[config.mk]
export PLATFORM = sky130hd
export DESIGN_NAME = adc_scan_seq
export DESIGN_NICKNAME = d
export VERILOG_FILES = /design/src/rtl/adc_scan_pkg.sv /design/src/rtl/scan_xfer_engine.sv /design/src/rtl/scan_link_arb.sv /design/src/rtl/adc_scan_seq.sv
export SDC_FILE = /design/constraint.sdc
export NUM_CORES = 1
export LEC_CHECK = 0
export CAP_MARGIN = 20
export CELL_PAD_IN_SITES_DETAIL_PLACEMENT = 2
export CELL_PAD_IN_SITES_GLOBAL_PLACEMENT = 2
export CORE_AREA = 2 2 75 77
export DETAILED_ROUTE_END_ITERATION = 10
export DIE_AREA = 0 0 77 79
export DONT_BUFFER_PORTS = 1
export MAX_ROUTING_LAYER = met4
export PLACE_DENSITY = 0.81
export SLEW_MARGIN = 20
export SYNTH_ARGS = -nofsm -noshare
export SYNTH_HDL_FRONTEND = slang
export SYNTH_SLANG_ARGS = --single-unit
[constraint.sdc]
create_clock -name clk_i -period 2.11 [get_ports clk_i]
set_clock_uncertainty 0.2 [all_clocks]
set_input_delay 0.5275 -clock clk_i [delete_from_list [all_inputs] [get_ports clk_i]]
set_output_delay 0.5275 -clock clk_i [all_outputs]
set_load 0.01 [all_outputs]
[src/rtl/adc_scan_pkg.sv]
package adc_scan_pkg;
  localparam int unsigned SEL_W = 8;
  localparam int unsigned RES_W = 16;

  typedef struct packed {
    logic       diff;
    logic [1:0] rsvd;
    logic [4:0] chan;
  } chan_sel_t;
endpackage

[src/rtl/scan_xfer_engine.sv]
module scan_xfer_engine #(
  parameter int unsigned ITER = 4,
  parameter int unsigned AW   = 8,
  parameter int unsigned STEP = 1,
  localparam int unsigned CW  = $clog2(ITER + 1)
) (
  input  logic          clk_i,
  input  logic          rst_ni,
  input  logic          go_i,
  output logic [AW-1:0] addr_o,
  output logic [CW-1:0] citer_o,
  output logic          last_o
);
  localparam logic [AW-1:0] STEP_A   = AW'(STEP);
  localparam logic [AW-1:0] REWIND_A = AW'(ITER * STEP);
  localparam logic [CW-1:0] ITER_C   = CW'(ITER);

  logic [AW-1:0] addr_q;
  logic [CW-1:0] citer_q;

  assign last_o  = (citer_q == CW'(1));
  assign addr_o  = addr_q;
  assign citer_o = citer_q;

  always_ff @(posedge clk_i or negedge rst_ni) begin
    if (!rst_ni) begin
      addr_q  <= '0;
      citer_q <= ITER_C;
    end else if (go_i) begin
      if (last_o) begin
        addr_q  <= addr_q + STEP_A - REWIND_A;  // rewind to entry 0
        citer_q <= ITER_C;
      end else begin
        addr_q  <= addr_q + STEP_A;
        citer_q <= citer_q - CW'(1);
      end
    end
  end

  assert_citer_range_R3: assert property (@(posedge clk_i) disable iff (!rst_ni)
    (citer_q >= CW'(1)) && (citer_q <= ITER_C));

  assert_rewind_R7: assert property (@(posedge clk_i) disable iff (!rst_ni)
    (go_i && last_o) |=> (addr_q == '0) && (citer_q == ITER_C));
endmodule

[src/rtl/scan_link_arb.sv]
module scan_link_arb #(
  parameter int unsigned ITER    = 4,
  parameter int unsigned HALF_EN = 1,
  localparam int unsigned CW     = $clog2(ITER + 1)
) (
  input  logic          clk_i,
  input  logic          rst_ni,
  input  logic          start_i,
  input  logic          repeat_i,
  input  logic          coco_i,
  input  logic          rd_last_i,
  input  logic [CW-1:0] rd_citer_i,
  output logic          rd_go_o,
  output logic          ctrl_go_o,
  output logic          irq_half_o,
  output logic          irq_done_o,
  output logic          overrun_o
);
  localparam int unsigned HALF      = ITER / 2;
  localparam bit          HALF_ON   = (HALF_EN != 0) && (HALF != 0);
  localparam logic [CW-1:0] HALF_TRIG = CW'(HALF + 1);

  logic active_q, ctrl_req_q, irq_half_q, irq_done_q, overrun_q;
  logic start_ok, link, pass_end;

  // read engine outranks control engine
  assign rd_go_o   = coco_i;
  assign ctrl_go_o = ctrl_req_q && !coco_i;

  assign start_ok = start_i && !active_q;
  assign pass_end = rd_go_o && rd_last_i;
  assign link     = rd_go_o && (active_q || start_ok) && (!rd_last_i || repeat_i);

  always_ff @(posedge clk_i or negedge rst_ni) begin
    if (!rst_ni) begin
      active_q   <= 1'b0;
      ctrl_req_q <= 1'b0;
      irq_half_q <= 1'b0;
      irq_done_q <= 1'b0;
      overrun_q  <= 1'b0;
    end else begin
      ctrl_req_q <= (ctrl_req_q && !ctrl_go_o) || start_ok || link;
      if (start_ok)                    active_q <= 1'b1;
      else if (pass_end && !repeat_i)  active_q <= 1'b0;
      irq_done_q <= pass_end;
      irq_half_q <= HALF_ON && rd_go_o && (rd_citer_i == HALF_TRIG);
      overrun_q  <= overrun_q || (start_i && active_q);
    end
  end

  assign irq_half_o = irq_half_q;
  assign irq_done_o = irq_done_q;
  assign overrun_o  = overrun_q;

  assert_overrun_sticky_R10: assert property (@(posedge clk_i) disable iff (!rst_ni)
    overrun_q |=> overrun_q);

  assert_irq_exclusive_R9: assert property (@(posedge clk_i) disable iff (!rst_ni)
    irq_half_q |-> !irq_done_q);
endmodule

[src/rtl/adc_scan_seq.sv]
module adc_scan_seq
  import adc_scan_pkg::*;
#(
  parameter int unsigned NUM_CH  = 4,
  parameter int unsigned TBL_AW  = 6,
  parameter int unsigned BUF_AW  = 7,
  parameter int unsigned HALF_EN = 1
) (
  input  logic              clk_i,
  input  logic              rst_ni,
  input  logic              start_i,
  input  logic              repeat_i,
  output logic [TBL_AW-1:0] tbl_addr_o,
  input  logic [SEL_W-1:0]  tbl_data_i,
  output logic              cmd_valid_o,
  output logic [SEL_W-1:0]  cmd_data_o,
  input  logic              res_valid_i,
  input  logic [RES_W-1:0]  res_data_i,
  output logic              buf_we_o,
  output logic [BUF_AW-1:0] buf_addr_o,
  output logic [RES_W-1:0]  buf_wdata_o,
  output logic              irq_half_o,
  output logic              irq_done_o,
  output logic              overrun_o
);
  localparam int unsigned CW = $clog2(NUM_CH + 1);

  logic             coco_q;
  logic [RES_W-1:0] res_q;
  logic             rd_go, ctrl_go, rd_last, ctrl_last;
  logic [CW-1:0]    rd_citer, ctrl_citer;
  chan_sel_t        sel;

  // conversion-complete flag and result register
  always_ff @(posedge clk_i or negedge rst_ni) begin
    if (!rst_ni) begin
      coco_q <= 1'b0;
      res_q  <= '0;
    end else if (res_valid_i) begin
      coco_q <= 1'b1;
      res_q  <= res_data_i;
    end else if (rd_go) begin
      coco_q <= 1'b0;
    end
  end

  scan_link_arb #(.ITER(NUM_CH), .HALF_EN(HALF_EN)) u_arb (
    .clk_i, .rst_ni, .start_i, .repeat_i,
    .coco_i    (coco_q),
    .rd_last_i (rd_last),
    .rd_citer_i(rd_citer),
    .rd_go_o   (rd_go),
    .ctrl_go_o (ctrl_go),
    .irq_half_o, .irq_done_o, .overrun_o
  );

  scan_xfer_engine #(.ITER(NUM_CH), .AW(TBL_AW), .STEP(1)) u_ctrl (
    .clk_i, .rst_ni,
    .go_i   (ctrl_go),
    .addr_o (tbl_addr_o),
    .citer_o(ctrl_citer),
    .last_o (ctrl_last)
  );

  scan_xfer_engine #(.ITER(NUM_CH), .AW(BUF_AW), .STEP(2)) u_read (
    .clk_i, .rst_ni,
    .go_i   (rd_go),
    .addr_o (buf_addr_o),
    .citer_o(rd_citer),
    .last_o (rd_last)
  );

  assign sel         = chan_sel_t'(tbl_data_i);
  assign cmd_valid_o = ctrl_go;
  assign cmd_data_o  = sel;
  assign buf_we_o    = rd_go;
  assign buf_wdata_o = res_q;

  assert_read_before_cmd_R6: assert property (@(posedge clk_i) disable iff (!rst_ni)
    coco_q |-> !cmd_valid_o);

  assert_single_write_R12: assert property (@(posedge clk_i) disable iff (!rst_ni)
    (buf_we_o && !res_valid_i) |=> !buf_we_o);

  assert_link_next_R5: assert property (@(posedge clk_i) disable iff (!rst_ni)
    (buf_we_o && !rd_last && !res_valid_i) |=> cmd_valid_o);

  assert_done_after_last_R8: assert property (@(posedge clk_i) disable iff (!rst_ni)
    irq_done_o |-> $past(buf_we_o && rd_last));

  assert_iter_lockstep_R3: assert property (@(posedge clk_i) disable iff (!rst_ni)
    (ctrl_citer == rd_citer) || (ctrl_citer + CW'(1) == rd_citer) ||
    (rd_citer + CW'(1) == ctrl_citer) ||
    ((ctrl_citer == CW'(NUM_CH)) && (rd_citer == CW'(1))));

  assert_last_cmd_last_read_R3: assert property (@(posedge clk_i) disable iff (!rst_ni)
    (ctrl_go && ctrl_last) |-> rd_last);
endmodule

==> impl.org <==
** Run status
- The run finished with clean final reports.

** Clocking
- TritonCTS created 5 clock buffers.
- The clock tree synthesis step divided the H-tree into 2 levels.
- Number of setup buffers added after CTS :: 0
- Clock Pin Slew Worst Setup and Hold Paths :: 80 ps
- Buffers from clock root to sink, at most :: 2
- Sinks on Clock Net :: 40
- Clock latency on the worst-skew pair, taken at its later pin, is 280 ps.
- The tree is rooted in a sky130_fd_sc_hd__clkbuf_8.
- TritonCTS built the clock tree.

** Global route
- Initial antenna violation count :: 0
- Global routing used 16.3% of the available tracks.
- Number of global-route vias before repair :: 1517
- First-pass GRT wire length :: 7510 um
- Entering global routing, the biggest net connects 41 pins.
- Gr ovfl total :: 0

** Setup path
- The critical path is of the reg -> reg type.
- Buffers and inverters on the worst path :: 1
- Data arrival time of the critical path :: 1990 ps
- Required time worst endpoint :: 2120 ps
- Startpoint kind of the worst setup timing path :: flop
- Cells on worst reg2reg path :: 6
- Register-to-Register Setup Slack :: 130 ps
- Crit path max fanout :: 4
- On the worst path, the slowest cell contributes a delay of 400 ps.
- The critical path goes through inv_1 > ha_1 > nor4b_2 > a22oi_1 > o32ai_1 > xor2_1.
- The startpoint identified for the worst register-to-register timing path is u_read.citer_o[1].
- STA classifies the critical path endpoint as a flop.
- The endpoint identified for the worst register-to-register timing path is u_read.addr_o[6].
- Cell with the largest stage delay on the worst path :: sky130_fd_sc_hd__dfrtp_1
- Largest delay contributor family on the critical path :: compound AO/OA/AOI/OAI gates

** Power and ir drop
- Proportion of power drawn by the clock network :: 19.1%
- Logic pwr share :: 33.1%
- Of the total power, the share spent switching nets is 38.7%.
- Sequential fraction of design power :: 47.8%
- Internal power comes to 1.69 mW.
- IR analysis of the VDD net gives a maximum drop of 0.500 mV.
- In this run the power spent charging and discharging nets is 1.07 mW.
- Static Leak :: 0.903 nW
- Power density of the placed cells :: 1320 nW/um^2

** Min path
- In this run the most critical hold path is launched from res_valid_i.
- In this run the worst hold path is classified as in -> reg.
- For hold timing, the worst endpoint is coco_q.
- Hold Path Cell Cnt :: 0

** Synthesis
- Top-area cell type share of the netlist area :: 48.8%
- Mapped Avg Cell Area :: 11.3 um^2
- During synthesis, Yosys emitted a total of 0 warnings.
- sky130_fd_sc_hd__dfrtp_1 is the most common cell in the netlist.
- Of the synthesized area, sequential elements account for 51.5%.
- Post-synthesis async set-or-reset flop share :: 100%
- Leading post-synthesis cells by instance count :: sky130_fd_sc_hd__dfrtp_1, sky130_fd_sc_hd__mux2_2, sky130_fd_sc_hd__nand2_1
- Synthesis inferred 40 register bits.
- After synthesis the cells add up to 1950 um^2.
- In the post-synthesis netlist, the biggest area contributors are sky130_fd_sc_hd__dfrtp_1, sky130_fd_sc_hd__mux2_2, sky130_fd_sc_hd__ha_1, sky130_fd_sc_hd__xnor2_1, sky130_fd_sc_hd__buf_4.
- Gate count of the mapped netlist :: 172
- The most used flip-flop cell after synthesis is sky130_fd_sc_hd__dfrtp_1.
- Nets in the synthesized netlist :: 210
- Number of synthesized flops with an enable pin :: 0
- The synthesized design spends more area on one cell type than any other, namely sky130_fd_sc_hd__dfrtp_1.
- Yosys mapped the design onto 37 distinct sky130hd cell types.

** Layout
- Layout Area Growth over Synthesis :: 7.71%
- Area of all placed cells without fillers :: 2100 um^2
- Layout cells sized above 1 :: 20.9%
- ANT cells :: 0
- Nets@finish :: 209

** Timing
- Setup violations remaining at the end of the flow were counted as 0.
- Dividing the final minimum period by the clock period gives 93.8%.
- The worst path in the final design needs a cycle of 1980 ps, including I/O delays and setup.
- The number of hold violations in the final report came to 0.
- Worst path setup slack after routing :: 132 ps
- Pins Over Slew Limit :: 0
- Summed negative setup slack over all endpoints :: 0 ps
- On the final layout, the worst hold slack is 67.1 ps.
- Highest clock frequency the design can meet :: 506 MHz
- RSZ-0062 raised after global routing :: no

** Die
- Total I/O pin count :: 71
- Die outline area :: 6080 um^2
- Die span in x :: 77 um
- Die height :: 79 um
- The initial utilization of the core area, before any placement, comes to 36.5%.
- After floorplanning, the core was divided into 27 placement rows.
- Core box area :: 5340 um^2

** Detailed routing
- 1st-iter DRT viols :: 43
- Overall routed net length :: 4480 um
- For this run, design rule violations remaining after detail routing come to 0.
- Total number of vias :: 1273
- Routed vias/inst :: 5.22
- Detail-routed net length per standard cell :: 18.4 um
- The first TritonRoute pass finished after 3 iterations.
- The detail route stage leaves a number of antenna-violating nets equal to 0.

** Placed design
- Global placer's final weighted congestion :: 0.859
- After detailed placement, the total cell area comes to 1970 um^2.
- Summed over all nets, the half-perimeter wirelength after detailed placement is 3260 um.
- Count of port buffers added during placement :: 0
- Post-Place Worst Slack :: 81.3 ps

** Job
- Max-cap viol count :: 0
-- layer usage --
metal,GRT usage (%),share of wire (%),vias up,wire length [um]
li1,-,-,570,-
met1,17.3,39,645,1750
met2,28.5,52,54,2340
met3,5.91,7.8,4,349
met4,5.54,0.98,0,44
met5,-,0,-,0
-- cell families (layout without fill, tap and decap cells) --
| kind of cell | count (synthesis) | after routing | synth area share (%) |
|---|---|---|---|
| adders and majority gates | 9 | 9 | 5.78 |
| and+or+nand+nor | 40 | 40 | 10.4 |
| DFF | 40 | 40 | 51.5 |
| buffers and inverters | 23 | 23 | 6.62 |
| AOI/OAI and AO/OA | 26 | 26 | 8.29 |
| xor gates and xnor gates | 14 | 14 | 6.29 |
| muxes | 19 | 19 | 10.9 |
| other | 1 | 1 | 0.192 |
-- how the worst max path moves through the flow --
| stage | start | endpoint | slack [ps] | cells past startpoint |
|---|---|---|---|---|
| after floorplan | u_ctrl.citer_o[0] | u_ctrl.addr_o[5] | 270 | 6 |
| after global placement | u_ctrl.addr_o[0] | u_ctrl.addr_o[4] | 250 | 6 |
| after detailed placement | u_ctrl.citer_o[1] | u_ctrl.addr_o[4] | 80 | 6 |
| after CTS | u_ctrl.citer_o[1] | u_ctrl.addr_o[4] | 70 | 6 |
| after global routing | u_read.citer_o[1] | u_read.addr_o[6] | 4 | 6 |
| final | u_read.citer_o[1] | u_read.addr_o[6] | 130 | 6 |
-- cell usage in the layout (no fill, tap or decap), types with 2 or more instances in the layout --
| cell | instances |
|---|---|
| sky130_fd_sc_hd__a21boi_0 | 2 |
| sky130_fd_sc_hd__a21oi_1 | 5 |
| sky130_fd_sc_hd__a31oi_1 | 2 |
| sky130_fd_sc_hd__and2_1 | 2 |
| sky130_fd_sc_hd__and3_1 | 2 |
| sky130_fd_sc_hd__buf_4 | 3 |
| sky130_fd_sc_hd__clkbuf_8 | 6 |
| sky130_fd_sc_hd__dfrtp_1 | 38 |
| sky130_fd_sc_hd__dfstp_2 | 2 |
| sky130_fd_sc_hd__ha_1 | 8 |
| sky130_fd_sc_hd__inv_1 | 10 |
| sky130_fd_sc_hd__mux2_2 | 18 |
| sky130_fd_sc_hd__nand2_1 | 13 |
| sky130_fd_sc_hd__nand3_1 | 6 |
| sky130_fd_sc_hd__nor2_1 | 8 |
| sky130_fd_sc_hd__o21ai_0 | 10 |
| sky130_fd_sc_hd__xnor2_1 | 9 |
| sky130_fd_sc_hd__xor2_1 | 5 |
-- worst reg2reg max path, delay by kind of cell, from the launching register on --
| family | cells | cell delay (ps) |
|---|---|---|
| AO/OA/AOI/OAI | 2 | 520 |
| XOR/XNOR | 1 | 190 |
| adder cells (fa/ha/maj) | 1 | 210 |
| buffers and inverters | 1 | 100 |
| flip-flops | 1 | 400 |
| AND/OR/NAND/NOR | 1 | 300 |
-- cell type report --
| cell class | instances | area, um^2 |
|---|---|---|
| fill | 583 | 3240 |
| sequential | 40 | 1000 |
| multi-input combinational | 109 | 821 |
| tap | 72 | 90.1 |
| clock buffer | 7 | 86.3 |
| timing repair buffer | 5 | 52.6 |
| inverter | 10 | 37.5 |
| clock inverter | 1 | 7.51 |
-- power by group through the flow --
| stage | Clock [mW] | Sequential (mW) | Combinational [mW] |
|---|---|---|---|
| CTS | 0.554 | 1.32 | 0.930 |
| detailed placement | 0 | 1.33 | 0.903 |
| global route | 0.589 | 1.36 | 1.05 |
| global placement | 0 | 1.31 | 0.783 |
| floorplan | 0 | 1.29 | 0.677 |
| finish | 0.529 | 1.32 | 0.915 |
-- repair_timing --
item                                    in CTS  in global routing
resized for setup                            0                  2
endpoints found under the setup margin       0                  2
hold endpoints to repair                    40                  0
hold buffers                                 2                  0
-- state kept, by name, indices dropped and copies added (netlist names) --
signal            cells
u_arb.irq_done_o      1
coco_q                1
u_ctrl.citer_o        3
u_read.addr_o         6
u_arb.ctrl_req_q      1
u_arb.irq_half_o      1
u_arb.active_q        1
u_arb.overrun_o       1
u_ctrl.addr_o         6
buf_wdata_o          16
u_read.citer_o        3
-- per-stage QoR --
| stage | std cells | util (%) | power [mW] |
|---|---|---|---|
| after floorplan | 172 | - | 1.96 |
| after global placement | 234 | 36.9 | 2.09 |
| after detailed placement | 234 | 36.9 | 2.24 |
| after CTS | 244 | 39.2 | 2.80 |
| after global routing | 244 | 39.3 | 3.00 |
| final | 244 | 39.3 | 2.76 |
Note: power is estimated with default switching activity, not from simulation.
